File: src/rtl/ccf_pkg.sv
package ccf_pkg;
  localparam int unsigned OP_W   = 3;
  localparam int unsigned COND_W = 4;

  typedef enum logic [OP_W-1:0] {
    OP_ARITH = 3'd0,
    OP_LOGIC = 3'd1,
    OP_SHIFT = 3'd2,
    OP_MOVE  = 3'd3,
    OP_CMP   = 3'd4
  } op_cls_e;

  typedef enum logic [COND_W-1:0] {
    C_AL = 4'd0,  C_NV = 4'd1,  C_NE = 4'd2,  C_EQ = 4'd3,
    C_GT = 4'd4,  C_LE = 4'd5,  C_GE = 4'd6,  C_LT = 4'd7,
    C_HI = 4'd8,  C_LS = 4'd9,  C_CC = 4'd10, C_CS = 4'd11,
    C_PL = 4'd12, C_MI = 4'd13, C_VC = 4'd14, C_VS = 4'd15
  } cond_e;

  typedef struct packed {
    logic n;
    logic z;
    logic v;
    logic c;
  } flags_t;
endpackage

File: src/rtl/ccf_next.sv
module ccf_next
  import ccf_pkg::*;
#(
  parameter int unsigned DATA_W = 32
) (
  input  flags_t             cur_i,
  input  logic [DATA_W-1:0]  res_i,
  input  logic               carry_i,
  input  logic               ovf_i,
  input  logic [OP_W-1:0]    op_cls_i,
  input  logic               we_i,
  output flags_t             nxt_o,
  output logic               load_o
);
  logic res_neg, res_zero;
  logic ld_nz, ld_v, ld_c;

  assign res_neg  = res_i[DATA_W-1];
  assign res_zero = (res_i == '0);

  // per-class write mask
  always_comb begin
    ld_nz = 1'b0;
    ld_v  = 1'b0;
    ld_c  = 1'b0;
    if (we_i) begin
      unique case (op_cls_i)
        OP_ARITH, OP_CMP: begin ld_nz = 1'b1; ld_v = 1'b1; ld_c = 1'b1; end
        OP_LOGIC:         ld_nz = 1'b1;
        OP_SHIFT:         ld_c  = 1'b1;
        default:          ;
      endcase
    end
  end

  always_comb begin
    nxt_o   = cur_i;
    if (ld_nz) begin
      nxt_o.n = res_neg;
      nxt_o.z = res_zero;
    end
    if (ld_v) nxt_o.v = ovf_i;
    if (ld_c) nxt_o.c = carry_i;
  end

  assign load_o = ld_nz | ld_v | ld_c;
endmodule

File: src/rtl/ccf_cond.sv
module ccf_cond
  import ccf_pkg::*;
(
  input  logic              clk_i,
  input  logic              rst_ni,
  input  flags_t            flg_i,
  input  logic [COND_W-1:0] cond_i,
  output logic              taken_o
);
  localparam int unsigned PAIRS = 1 << (COND_W - 1);

  logic [PAIRS-1:0] base;
  logic             sge;

  assign sge = (flg_i.n == flg_i.v);

  // each odd code is the complement of the even code below it
  always_comb begin
    base[0] = 1'b1;
    base[1] = ~flg_i.z;
    base[2] = sge & ~flg_i.z;
    base[3] = sge;
    base[4] = ~(flg_i.c | flg_i.z);
    base[5] = ~flg_i.c;
    base[6] = ~flg_i.n;
    base[7] = ~flg_i.v;
  end

  assign taken_o = base[cond_i[COND_W-1:1]] ^ cond_i[0];


  always_taken_chk: assert property (@(posedge clk_i) disable iff (!rst_ni)
    (cond_i == C_AL) |-> taken_o);

  never_taken_chk: assert property (@(posedge clk_i) disable iff (!rst_ni)
    (cond_i == C_NV) |-> !taken_o);

  ge_nv_chk: assert property (@(posedge clk_i) disable iff (!rst_ni)
    (cond_i == C_GE) |-> (taken_o == (flg_i.n == flg_i.v)));

  gt_zero_chk: assert property (@(posedge clk_i) disable iff (!rst_ni)
    (cond_i == C_GT && flg_i.z) |-> !taken_o);
endmodule

File: src/rtl/cc_flag_unit.sv
module cc_flag_unit
  import ccf_pkg::*;
#(
  parameter int unsigned DATA_W = 32
) (
  input  logic              clk_i,
  input  logic              rst_ni,
  input  logic [DATA_W-1:0] res_i,
  input  logic              carry_i,
  input  logic              ovf_i,
  input  logic [2:0]        op_cls_i,
  input  logic              flag_we_i,
  input  logic [3:0]        cond_i,
  output logic [3:0]        flags_o,
  output logic              taken_o
);
  flags_t flags_q, flags_d;
  logic   load;

  ccf_next #(.DATA_W(DATA_W)) i_next (
    .cur_i   (flags_q),
    .res_i   (res_i),
    .carry_i (carry_i),
    .ovf_i   (ovf_i),
    .op_cls_i(op_cls_i),
    .we_i    (flag_we_i),
    .nxt_o   (flags_d),
    .load_o  (load)
  );

  always_ff @(posedge clk_i or negedge rst_ni) begin
    if (!rst_ni)   flags_q <= '0;
    else if (load) flags_q <= flags_d;
  end

  // branch sees registered flags only
  ccf_cond i_cond (
    .clk_i  (clk_i),
    .rst_ni (rst_ni),
    .flg_i  (flags_q),
    .cond_i (cond_i),
    .taken_o(taken_o)
  );

  assign flags_o = flags_q;


  no_write_hold_chk: assert property (@(posedge clk_i) disable iff (!rst_ni)
    !flag_we_i |=> (flags_o == $past(flags_o)));

  shift_keep_nzv_chk: assert property (@(posedge clk_i) disable iff (!rst_ni)
    (flag_we_i && op_cls_i == OP_SHIFT) |=> (flags_o[3:1] == $past(flags_o[3:1])));

  logic_keep_vc_chk: assert property (@(posedge clk_i) disable iff (!rst_ni)
    (flag_we_i && op_cls_i == OP_LOGIC) |=> (flags_o[1:0] == $past(flags_o[1:0])));

  move_keep_chk: assert property (@(posedge clk_i) disable iff (!rst_ni)
    (op_cls_i == OP_MOVE || op_cls_i > OP_CMP) |=> (flags_o == $past(flags_o)));

  arith_zero_chk: assert property (@(posedge clk_i) disable iff (!rst_ni)
    (flag_we_i && op_cls_i == OP_ARITH) |=> (flags_o[2] == ($past(res_i) == '0)));

  cmp_carry_chk: assert property (@(posedge clk_i) disable iff (!rst_ni)
    (flag_we_i && op_cls_i == OP_CMP) |=> (flags_o[0] == $past(carry_i)));
endmodule

File: config.mk
export PLATFORM = sky130hd
export DESIGN_NAME = cc_flag_unit
export DESIGN_NICKNAME = d
export VERILOG_FILES = /design/src/rtl/ccf_pkg.sv /design/src/rtl/ccf_next.sv /design/src/rtl/ccf_cond.sv /design/src/rtl/cc_flag_unit.sv
export SDC_FILE = /design/constraint.sdc
export NUM_CORES = 1
export LEC_CHECK = 0
export BUFFER_PORTS_ARGS = -buffer_cell sky130_fd_sc_hd__buf_2
export CORE_AREA = 2 2 39 41
export CTS_BUF_LIST = sky130_fd_sc_hd__clkbuf_4 sky130_fd_sc_hd__clkbuf_8
export CTS_CLUSTER_SIZE = 24
export DETAILED_ROUTE_END_ITERATION = 16
export DIE_AREA = 0 0 41 43
export PLACE_DENSITY = 0.76
export SYNTH_ARGS = -nofsm -noshare
export SYNTH_HDL_FRONTEND = slang
export SYNTH_SLANG_ARGS = --single-unit
File: constraint.sdc
create_clock -name clk_i -period 1.4 [get_ports clk_i]
set_input_delay 0.14 -clock clk_i [delete_from_list [all_inputs] [get_ports clk_i]]
set_output_delay 0.14 -clock clk_i [all_outputs]
set_load 0.02 [all_outputs]
### Word level (Yosys, flattened, before mapping)

Index checks and enable logic that the tools add are counted.

* $add $sub $neg: 0
* multipliers: 0
* divide/modulo/power cells: 0
* magnitude comparators: 1
* equal/unequal tests: 4
* shift-type cells: 0
* mux-type cells: 8
* bitwise operators: 10
* reductions and logical operators: 8

Operator list (count)
* 32-bit logical NOT: 1
* 1-bit two-way mux: 7
* 2-bit AND reduction: 3
* 3-bit OR reduction: 2
* 1-bit NOT: 5
* 3-bit by 4-bit < comparator with 1-bit output (second input constant): 1
* 1-bit binary-select mux with 3-bit select: 1
* 3-bit by 1-bit equality test with 1-bit output (second input constant): 1
* 3-bit by 2-bit equality test with 1-bit output (second input constant): 1
* 3-bit equality test (second input constant): 1
* 3-bit logical NOT: 1
* 1-bit OR: 3
* 2-bit OR reduction: 1
* 1-bit bitwise AND: 1
* 1-bit equality test: 1
* 1-bit bitwise XOR: 1

* register bits: 4
* latch bits: 0
* bits in writable memories: 0
* ROM bits: 0
* input port bits: 44
* output and inout bits: 5
* memories kept: 0

### Longest topological paths before layout

Gate-level depths: netlist (run 1).

* word-level depth: 7
* mapped depth: 4
* mapped depth without buffers: 4

### Cells and area by module

Synthesis (run 1) repeated with hierarchy kept, for this count alone.

* cells, all modules: 40
* area, all modules: 387.9 um^2

By module, submodules not included
* ccf_next: times used 1, cells an instance 23, area an instance 172.7 um^2, sequential area each 0.0 um^2
* cc_flag_unit: times used 1, cells an instance 8, area an instance 145.1 um^2, sequential area each 100.1 um^2
* ccf_cond: times used 1, cells an instance 9, area an instance 70.1 um^2, sequential area each 0.0 um^2

### Least setup slack after synthesis (run 1)

OpenSTA, ideal clock, no wires.

* path type: reg-to-output
* from: reg flags_q (netlist bit flags_o[1])
* to: out taken_o
* arrival: 1.390 ns
* required time: 1.260 ns
* setup slack: -0.130 ns
* cell stages (with the launch flop): 5
* buffers on the path: 0
* cell sequence: dfrtp_1 xor2_1 a221oi_1 a21oi_1 xnor2_1

* word-level cells in the longest chain between the ends: 5
* elaborated cells on any way between the ends: 6
* classes of those cells: 1 x eq/ne; 2 x mux; 3 x bitwise

Ends and longest elaborated chain
* start: declaration: RTL line cc_flag_unit.sv:17 `flags_t flags_q, flags_d;`
* start signal: assignment: RTL line cc_flag_unit.sv:33 `else if (load) flags_q <= flags_d;`
* 1-bit equality test: RTL line ccf_cond.sv:15 `assign sge = (flg_i.n == flg_i.v);`
* 1-bit bitwise AND: RTL line ccf_cond.sv:21 `base[2] = sge & ~flg_i.z;`
* 1-bit binary-select mux with 3-bit select *: RTL line ccf_cond.sv:29 `assign taken_o = base[cond_i[COND_W-1:1]] ^ cond_i[0];`
* 1-bit two-way mux (implied by the code) *: RTL line ccf_cond.sv:29
* 1-bit bitwise XOR *: RTL line ccf_cond.sv:29
* end: declaration: RTL line cc_flag_unit.sv:15 `output logic taken_o`

Mark *: on every way between the ends. The rest lies on a longest branch, timed or not. The select of a mux whose other input is x is not followed.

### Worst setup path in the final report (run 1)

Ends and elaborated chain as after synthesis.

==> results.toml, run 1 <==
[critical_path]
cp_top_family = "flip-flops"
critPathArrivalTime_ps = 1440
critical_path_class = "register to primary output"
crit_fanout = 2
crit_cells = 5
startpoint_type = "register"
max_stage_delay_ps = 400
cp_cell_sequence = "xor2_1, a221oi_2, a21oi_2, xnor2_2, buf_4"
critical_path_required_ps = 1260
critPathBufInv = 1
critical-path-slowest-cell = "sky130_fd_sc_hd__dfrtp_2"
endpoint_kind = "primary output"
rr_worst_depth = 2

[final_layout]
fraction_of_final_layout_cells_with_drive_strength_greater_than_1_pct = 71.9
num-nets-final = 135
syn_to_final_growth_pct = 112
number_of_flip_flops_under_the_largest_register_name = 4
final.fill_count = 145
num_antenna_cells = 0

[global_routing]
grt_use_total_pct = 14.0
first_global_vias = 512
grt_antenna_before_repair = 0
largest_net_degree_at_the_start_of_global_routing = 6
global_route_wire_length_before_repair_um = 1700
globalRoute.totalOverflow = 0

[status]
run_status = "complete, but fails checks"
violated_checks = "negative setup slack"

[sta]
rsz0062_at_grt = "yes"
fmaxAchievable_mhz = 633
fin_crit_sh_pct = 113
setup-violations-final = 1
hold_viol_final = 0
slew_viol_final = 0
worst_case_hold_slack_ps = 128
timing.max_slew.rel_slack_pct = 75.9
worst_pin_slew_ps = 359
fin_crit_ps = 1580
layout_setup_ws_ps = -180
setup_skew_after_layout_ps = 0

[logic_synthesis]
postSynthRegisterBits = 4
synth-adder-area-share_pct = 0
synth_simple_gate_area_share_pct = 26.4
share_of_the_synthesized_area_in_compound_gates_ao_oa_aoi_oai_pct = 12.2
synth_fp_nets = 77
synth_xor_area_share_pct = 8.54
count_of_cell_types_in_the_netlist = 15
synthesis.yosys.warnings = 0
largest_family_of_logic_cells_by_synthesized_area = "simple AND/OR/NAND/NOR gates"
syn_area_sq_um = 308
post_synth_inst_count = 33
postSynthAreaPerCell_sq_um = 9.33
synthMuxAreaShare_pct = 17.9
ys_seq_area_share_pct = 32.5

[floorplan]
die_w_um = 41
core_area_sq_mm = 0.00138
die-height_um = 43
initial_core_util_pct = 22.2
design.die.area_sq_mm = 0.00176
std_cell_rows = 14
io_pins = 49

[pwr]
maximum_ir_drop_on_the_vdd_rail_v = 0.000405
power.switching_fraction_pct = 31.7
seq_power_share_pct = 28.5
power_density_of_the_placed_cells_mw_per_mm2 = 786
post-layout-total-power_mw = 0.513
p_comb_share_pct = 42.1
power.clock.fraction_pct = 29.3
power_switching_mw = 0.163
internal_power_mw = 0.350
power.static_leakage_nw = 0.348

[clocking]
worstSkewPairLatency_ps = 240
cts-root-to-sink-buffers = 2
cts.sink_count = 4
h-tree-depth = 1
tritoncts.num_buffers = 3
tritoncts = "done"
clkSlewWorstSetupHoldPaths_ps = 40
cts.root.buffer_cell = "sky130_fd_sc_hd__clkbuf_4"

[detailed_routing]
wirelength_um = 1130
drt.antenna.violating_nets = 0
wl_per_cell_um = 10.8
drt_iter0_markers = 3
drt-pass1-iter-count = 4
vias = 500
route.detailed.drc = 0
vias_per_cell = 4.76

[place]
hpwlAfterDp_um = 991
gp_routability_congestion = 0.596
buffer_ports.inserted = 48

[hold_path]
holdCritPathClass = "primary input to register"
worstHoldPathCells = 2

[flow_run]
max_cap_viol_count = 0
-- timing repair --
action                                  4_1_cts  5_1_grt
endpoints found under the hold margin         4        0
setup buffers                                 1        2
hold buffers                                  1        0
pin swaps                                     2        1
endpoints found under the setup margin        1        1
gates resized for setup                       3        0
-- cell families after synthesis --
logic type,count (synthesis)
AND/OR/NAND/NOR,14
XOR/XNOR,3
AO/OA/AOI/OAI,5
multiplexers,5
buffers and inverters,2
flip-flops,4
-- cell type report --
cell class | count | area [sq um] | share of cell area [%]
multi-input cells | 27 | 218 | 33.3
clock buffers | 3 | 22.5 | 3.45
inverters | 2 | 7.51 | 1.15
repair buffers | 53 | 283 | 43.3
well taps | 16 | 20.0 | 3.07
flip-flops and latches | 4 | 103 | 15.7
-- per-stage QoR --
stage               setup TNS, ps  cell area (sq um)  setup WS [ps]  utilization, %  instances
floorplan                       0                318           3.66               -         33
global placement                0                586           52.2            42.3         98
detailed placement              0                586           8.56            42.3         98
CTS                          -200                638           -200            46.1        103
global route                 -255                653           -255            47.2        105
finish                       -180                653           -180            47.2        105
-- cells in the mapped netlist (all sizes together) --
| cell | n | area (sq um) |
|---|---|---|
| inv | 2 | 7.51 |
| mux2 | 4 | 45.0 |
| a21oi | 2 | 10.0 |
| dfrtp | 4 | 100 |
| xor2 | 2 | 17.5 |
| mux2i | 1 | 10.0 |
| a211oi | 1 | 7.51 |
| nand3 | 1 | 5.00 |
| nand2b | 1 | 6.26 |
| nor2 | 2 | 7.51 |
| nand4 | 2 | 12.5 |
| o221a | 1 | 11.3 |
| a221oi | 1 | 8.76 |
| xnor2 | 1 | 8.76 |
| nor4 | 8 | 50.1 |
-- placed cells by master (no fill, tap or decap), drive strengths merged --
master        n
mux2i         1
xnor2         1
a21oi         2
o221a         1
nor2          2
nand4         2
xor2          2
nand2b        1
nand3         1
clkbuf        3
dfrtp         4
a211oi        1
a221oi        1
nor4          8
mux2          4
buf          52
dlygate4sd3   1
inv           2
-- worst paths after layout --
| check | end | slack (ps) | from |
|---|---|---|---|
| worst max-delay path | taken_o | -180 | flags_o[1] |
| worst min-delay path | flags_o[0] | 130 | carry_i |
| worst max register to register | flags_o[3] | 490 | flags_o[3] |
| worst min register to register | flags_o[0] | 550 | flags_o[0] |
| max in group asynchronous | flags_o[3] | 1040 | rst_ni |
| min in group asynchronous | flags_o[0] | 230 | rst_ni |
-- power by group through the flow --
stage	clock network [mW]	registers, mW	logic [mW]
4_1_cts	0.154	0.147	0.218
6_report	0.151	0.146	0.216
5_1_grt	0.156	0.148	0.237
2_1_floorplan	0	0.170	0.0686
3_5_place_dp	0	0.150	0.194
3_3_place_gp	0	0.147	0.189
-- metal layers --
| layer | track usage (%) | up-vias | wire (um) |
|---|---|---|---|
| met1 | 11.1 | 236 | 370 |
| li1 | - | 247 | - |
| met4 | 8.00 | 0 | 26 |
| met3 | 3.14 | 3 | 67 |
| met2 | 27.2 | 14 | 669 |
| met5 | 0 | - | 0 |
(Power assumes the default switching activity.)
==> run 2: changes to the inputs <==
Settings changed: ABC_AREA set to 1, PLACE_DENSITY 0.76 to 0.84.
==> run 2 against run 1 <==
Compared with the run above: the run now ends clean; via count grew 29%; cell count grew 39%; cell area grew 13%; global-route usage grew 0.61 points; non-clock buffer count shrank 2; sequential power is essentially flat; clock skew is the same; register-to-register slack gained 70 ps; critical path type unchanged; critical endpoint unchanged; largest cell class is now multi-input combinational cells.
==> results.toml, run 2 <==
[sta]
timing.max_slew.rel_slack_pct = 88.3
rsz0062_at_grt = "no"
slew_viol_final = 0
fin_crit_ps = 1330
fin_crit_sh_pct = 94.9
hold_viol_final = 0
setup_skew_after_layout_ps = 0
fmaxAchievable_mhz = 752
worst_pin_slew_ps = 175
setup_tns_ps = 0
setup-violations-final = 0

[detailed_routing]
drt_iter0_markers = 3
vias_per_cell = 4.43
drt-pass1-iter-count = 2
wl_per_cell_um = 7.88
vias = 647
route.detailed.drc = 0
drt.antenna.violating_nets = 0
wirelength_um = 1150

[clocking]
cts.root.buffer_cell = "sky130_fd_sc_hd__clkbuf_4"
clkSlewWorstSetupHoldPaths_ps = 40
tritoncts.num_buffers = 3
cts-root-to-sink-buffers = 2
h-tree-depth = 1
cts.sink_count = 4
tritoncts = "done"
worstSkewPairLatency_ps = 230

[critical_path]
critical_path_class = "register to primary output"
critPathArrivalTime_ps = 1190
crit_fanout = 4
critical_path_required_ps = 1260
endpoint_kind = "primary output"
startpoint_type = "register"

[global_routing]
first_global_vias = 544
grt_use_total_pct = 14.6
globalRoute.totalOverflow = 0
grt_antenna_before_repair = 0
global_route_wire_length_before_repair_um = 1830
largest_net_degree_at_the_start_of_global_routing = 6

[final_layout]
final_common_cell = "sky130_fd_sc_hd__buf_2"
finalCoreUtilization_pct = 53.2
num_antenna_cells = 0
syn_to_final_growth_pct = 81.5
fraction_of_final_layout_cells_with_drive_strength_greater_than_1_pct = 47.7
filler_free_cell_count_of_the_finished_design = 146
num-nets-final = 176
most-common-layout-cells = "sky130_fd_sc_hd__buf_2 (47), sky130_fd_sc_hd__nor2_1 (23), sky130_fd_sc_hd__nand2_1 (21)"
number_of_flip_flops_under_the_largest_register_name = 4
stdcell_area_sq_um = 736

[floorplan]
io_pins = 49
design.die.area_sq_mm = 0.00176
core_area_sq_mm = 0.00138
initial_core_util_pct = 29.3
std_cell_rows = 14
die-height_um = 43
die_w_um = 41

[flow_run]
max_cap_viol_count = 0

[place]
place_inst = 140
gp_routability_congestion = 0.671
buffer_ports.inserted = 48
hpwlAfterDp_um = 1020
placement.cell_area_sq_um = 666

[pwr]
power.static_leakage_nw = 0.422
power_density_of_the_placed_cells_mw_per_mm2 = 678
post-layout-total-power_mw = 0.499
maximum_ir_drop_on_the_vdd_rail_v = 0.000432

[logic_synthesis]
synth.top_cells.by_area = "sky130_fd_sc_hd__dfrtp_1 (25%), sky130_fd_sc_hd__nand2_1 (21%), sky130_fd_sc_hd__nor2_1 (21%)"
syn_area_sq_um = 405
post_synth_inst_count = 76
yosysTopAreaCellShare_pct = 24.7
synthFlopType = "sky130_fd_sc_hd__dfrtp_1"
postSynthRegisterBits = 4
async_reset_ff_share_pct = 100
count_of_cell_types_in_the_netlist = 14
synth_top_cell_by_area = "sky130_fd_sc_hd__dfrtp_1"
ys_seq_area_share_pct = 24.7
synthesis.yosys.warnings = 0
synth_enable_flop_cells = 0
postSynthAreaPerCell_sq_um = 5.33
synth_fp_nets = 120
synth.cells.most_frequent = "sky130_fd_sc_hd__nand2_1 (23), sky130_fd_sc_hd__nor2_1 (23), sky130_fd_sc_hd__inv_1 (7), sky130_fd_sc_hd__nand3_1 (6)"

[hold_path]
holdCritPathClass = "primary input to register"

[status]
run_status = "finished clean"
-- run 2: cell count changes in the layout (fill, tap and decap cells not counted), moves of 3 or more --
cell | before | now
sky130_fd_sc_hd__nor2_1 | 2 | 23
sky130_fd_sc_hd__mux2_2 | 4 | 0
sky130_fd_sc_hd__nand3_1 | 1 | 5
sky130_fd_sc_hd__inv_1 | 2 | 5
sky130_fd_sc_hd__nor4_1 | 8 | 0
sky130_fd_sc_hd__inv_2 | 0 | 3
sky130_fd_sc_hd__buf_4 | 5 | 2
sky130_fd_sc_hd__a21oi_1 | 1 | 4
sky130_fd_sc_hd__nand2_1 | 0 | 21
-- run 2: kinds of logic (layout without fill, tap and decap cells) --
family	count (synthesis)	after routing	share of synthesized area, %
simple gates	55	55	54.6
buf+inv	8	62	7.41
compound gates	9	9	13.3
flops	4	4	24.7
-- run 2: timing repair --
| item | 4_1_cts | 5_1_grt |
|---|---|---|
| endpoints found under the hold margin | 4 | 0 |
| gates resized for setup | 0 | 9 |
| hold buffers | 1 | 0 |
| setup buffers | 0 | 2 |
| endpoints found under the setup margin | 0 | 1 |
-- run 2: worst max-delay path, cell delays in order, from the launching register on --
cell	delay [ps]
sky130_fd_sc_hd__dfrtp_1	410
sky130_fd_sc_hd__nand2_1	90
sky130_fd_sc_hd__nand3_1	80
sky130_fd_sc_hd__nand2_1	70
sky130_fd_sc_hd__nand2_1	40
sky130_fd_sc_hd__nand3_1	70
sky130_fd_sc_hd__nand2_1	60
sky130_fd_sc_hd__buf_6	130
-- run 2: layout make-up --
cell class	count	area, sq um
fill	161	648
multi-input combinational	64	290
timing repair buffer	51	272
sequential	4	101
inverter	8	30.0
clock buffer	3	22.5
tap	16	20.0
-- run 2: final timing paths --
check / start / end / slack, ps / cells past startpoint
max: flags_o[3] / taken_o / 70 / 7
max in group asynchronous: rst_ni / flags_o[2] / 1020 / 2
max reg2reg: flags_o[3] / flags_o[3] / 560 / 3
min reg2reg: flags_o[0] / flags_o[0] / 570 / 2
min: flag_we_i / flags_o[0] / 120 / 2
min in group asynchronous: rst_ni / flags_o[1] / 250 / 2
-- run 2: through the flow --
stage | hold WS, ps | setup WS [ps]
6_report | 115 | 71.1
3_5_place_dp | -51.6 | 271
3_3_place_gp | -52.4 | 324
5_1_grt | 131 | 2.15
4_1_cts | 110 | 16.9
2_1_floorplan | -156 | 272
-- run 2: where the power goes --
part / internal, mW / switching, mW / total, mW
clock: 0.0957 / 0.0448 / 0.141
sequential: 0.130 / 0.0151 / 0.145
combinational: 0.107 / 0.106 / 0.213
-- run 2: routing by layer --
layer	vias up	share of wire [%]	GRT usage, %
met1	268	36	14.8
met5	-	0	0
met4	0	0	4.00
met2	28	53	27.5
met3	0	11	3.14
li1	351	-	-
==> run 3: changes to the inputs <==
Settings changed: CORE_AREA 2 2 39 41 to 5 5 42 44, DIE_AREA 0 0 41 43 to 0 0 47 49, MAX_ROUTING_LAYER set to met4.
==> run 3 against run 2 <==
Compared with the run above: core utilization is 1.4 points lower; sequential power hardly changed; clock power is 4% lower; first-iteration DRC count is 67% higher; power is 1.1% lower; cell area is 1.4% lower; non-clock buffer count stayed put; critical path depth is 1 higher; die area is 31% higher; highest routed layer unchanged.
==> results.toml, run 3 (synthesized netlist as in run 2, its figures left out) <==
[status]
run_status = "finished clean"

[sta]
hold_viol_final = 0
fin_crit_ps = 1330
slew_viol_final = 0
fmaxAchievable_mhz = 752
fin_crit_sh_pct = 94.9
worst_pin_slew_ps = 179
timing.max_slew.rel_slack_pct = 88.1
setup_skew_after_layout_ps = 0
setup-violations-final = 0

[floorplan]
initial_core_util_pct = 28.9
die-height_um = 49
die_w_um = 47
design.die.area_sq_mm = 0.00230
io_pins = 49
std_cell_rows = 14
core_area_sq_mm = 0.00140

[global_routing]
first_global_vias = 561
global_route_wire_length_before_repair_um = 2030
grt_use_total_pct = 11.8
largest_net_degree_at_the_start_of_global_routing = 6
grt_antenna_before_repair = 0
globalRoute.totalOverflow = 0

[pwr]
power.static_leakage_nw = 0.409
power.clock.fraction_pct = 27.7
post-layout-total-power_mw = 0.493
seq_power_share_pct = 29.8
internal_power_mw = 0.332
p_comb_share_pct = 42.5
power.switching_fraction_pct = 32.7
maximum_ir_drop_on_the_vdd_rail_v = 0.000404
power_switching_mw = 0.161
power_density_of_the_placed_cells_mw_per_mm2 = 679

[final_layout]
finalCoreUtilization_pct = 51.8
multiInputGateArea_sq_um = 280
num-nets-final = 176
filler_free_cell_count_of_the_finished_design = 146
stdcell_area_sq_um = 726
num_antenna_cells = 0
final.fill_count = 153
fraction_of_final_layout_cells_with_drive_strength_greater_than_1_pct = 46.9
register_area_sq_um = 101
most-common-layout-cells = "sky130_fd_sc_hd__buf_2 (47), sky130_fd_sc_hd__nor2_1 (23), sky130_fd_sc_hd__nand2_1 (21)"
syn_to_final_growth_pct = 79.0
final_common_cell = "sky130_fd_sc_hd__buf_2"
number_of_flip_flops_under_the_largest_register_name = 4

[detailed_routing]
vias_per_cell = 4.47
drt-pass1-iter-count = 4
wl_per_cell_um = 9.07
drt.antenna.violating_nets = 0
route.detailed.drc = 0
vias = 652
drt_iter0_markers = 5
wirelength_um = 1320

[critical_path]
critical_path_class = "register to primary output"
startpoint_type = "register"
endpoint_kind = "primary output"
crit_fanout = 4
critical_path_required_ps = 1260
critPathArrivalTime_ps = 1190

[place]
placement.cell_area_sq_um = 666
hpwlAfterDp_um = 1150
place_inst = 140
buffer_ports.inserted = 48
gp_routability_congestion = 0.698

[clocking]
tritoncts = "done"
cts-root-to-sink-buffers = 2
h-tree-depth = 1
cts.root.buffer_cell = "sky130_fd_sc_hd__clkbuf_4"
clkSlewWorstSetupHoldPaths_ps = 30
tritoncts.num_buffers = 3
cts.sink_count = 4
worstSkewPairLatency_ps = 230

[flow_run]
max_cap_viol_count = 0

[hold_path]
holdCritPathClass = "primary input to register"
-- run 3: changes by cell type in the layout (fill, tap and decap cells not counted) --
cell,change
sky130_fd_sc_hd__nand2_2,+1
sky130_fd_sc_hd__nand2_4,-1
sky130_fd_sc_hd__nand3_1,+1
sky130_fd_sc_hd__nand3_2,-1
-- run 3: what timing repair did --
action,4_1_cts,5_1_grt
gates resized for setup,0,7
endpoints found under the setup margin,0,1
hold buffers,1,0
setup buffers,0,2
hold endpoints to repair,4,0
-- run 3: per-layer routing --
| metal | vias to the layer above | wire [um] | track usage, % |
|---|---|---|---|
| met1 | 268 | 501 | 13.3 |
| met4 | 0 | 0 | 5.53 |
| li1 | 349 | - | - |
| met3 | 0 | 162 | 2.58 |
| met5 | - | 0 | - |
| met2 | 35 | 660 | 19.0 |
-- run 3: power groups by stage --
stage	Combinational [mW]	Sequential [mW]	Clock, mW
after global routing	0.233	0.148	0.153
final	0.210	0.147	0.136
after floorplan	0.0727	0.160	0
after global placement	0.180	0.143	0
after CTS	0.188	0.143	0.144
after detailed placement	0.186	0.145	0
-- run 3: final timing paths --
check / cells after the start / slack (ps) / startpoint / endpoint
worst min register to register: 2 / 620 / flags_o[0] / flags_o[0]
worst max-delay path: 8 / 70 / flags_o[1] / taken_o
max in group asynchronous: 2 / 1030 / rst_ni / flags_o[2]
worst max register to register: 3 / 600 / flags_o[3] / flags_o[3]
worst min-delay path: 2 / 130 / flag_we_i / flags_o[0]
min in group asynchronous: 2 / 240 / rst_ni / flags_o[3]
-- run 3: cell type report --
cell class,instances,area share (%)
multi-input cells,64,38.6
flip-flops and latches,4,14.0
inverters,8,4.14
repair buffers,51,37.4
well taps,16,2.76
clock buffers,3,3.10
-- run 3: critical path, cell delays in order (launching register included) --
cell	delay (ps)
sky130_fd_sc_hd__dfrtp_1	410
sky130_fd_sc_hd__inv_2	80
sky130_fd_sc_hd__nand2_2	50
sky130_fd_sc_hd__nand3_1	80
sky130_fd_sc_hd__nand2_1	50
sky130_fd_sc_hd__nand2_1	50
sky130_fd_sc_hd__nand3_1	60
sky130_fd_sc_hd__nand2_1	70
sky130_fd_sc_hd__buf_6	110
-- run 3: through the flow --
| step | hold slack, ps | TNS [ps] | setup WS [ps] |
|---|---|---|---|
| 6_report | 128 | 0 | 71.0 |
| 3_3_place_gp | -53.2 | 0 | 303 |
| 2_1_floorplan | -156 | 0 | 272 |
| 4_1_cts | 111 | 0 | 21.7 |
| 3_5_place_dp | -49.9 | 0 | 274 |
| 5_1_grt | 115 | -10.2 | -10.2 |
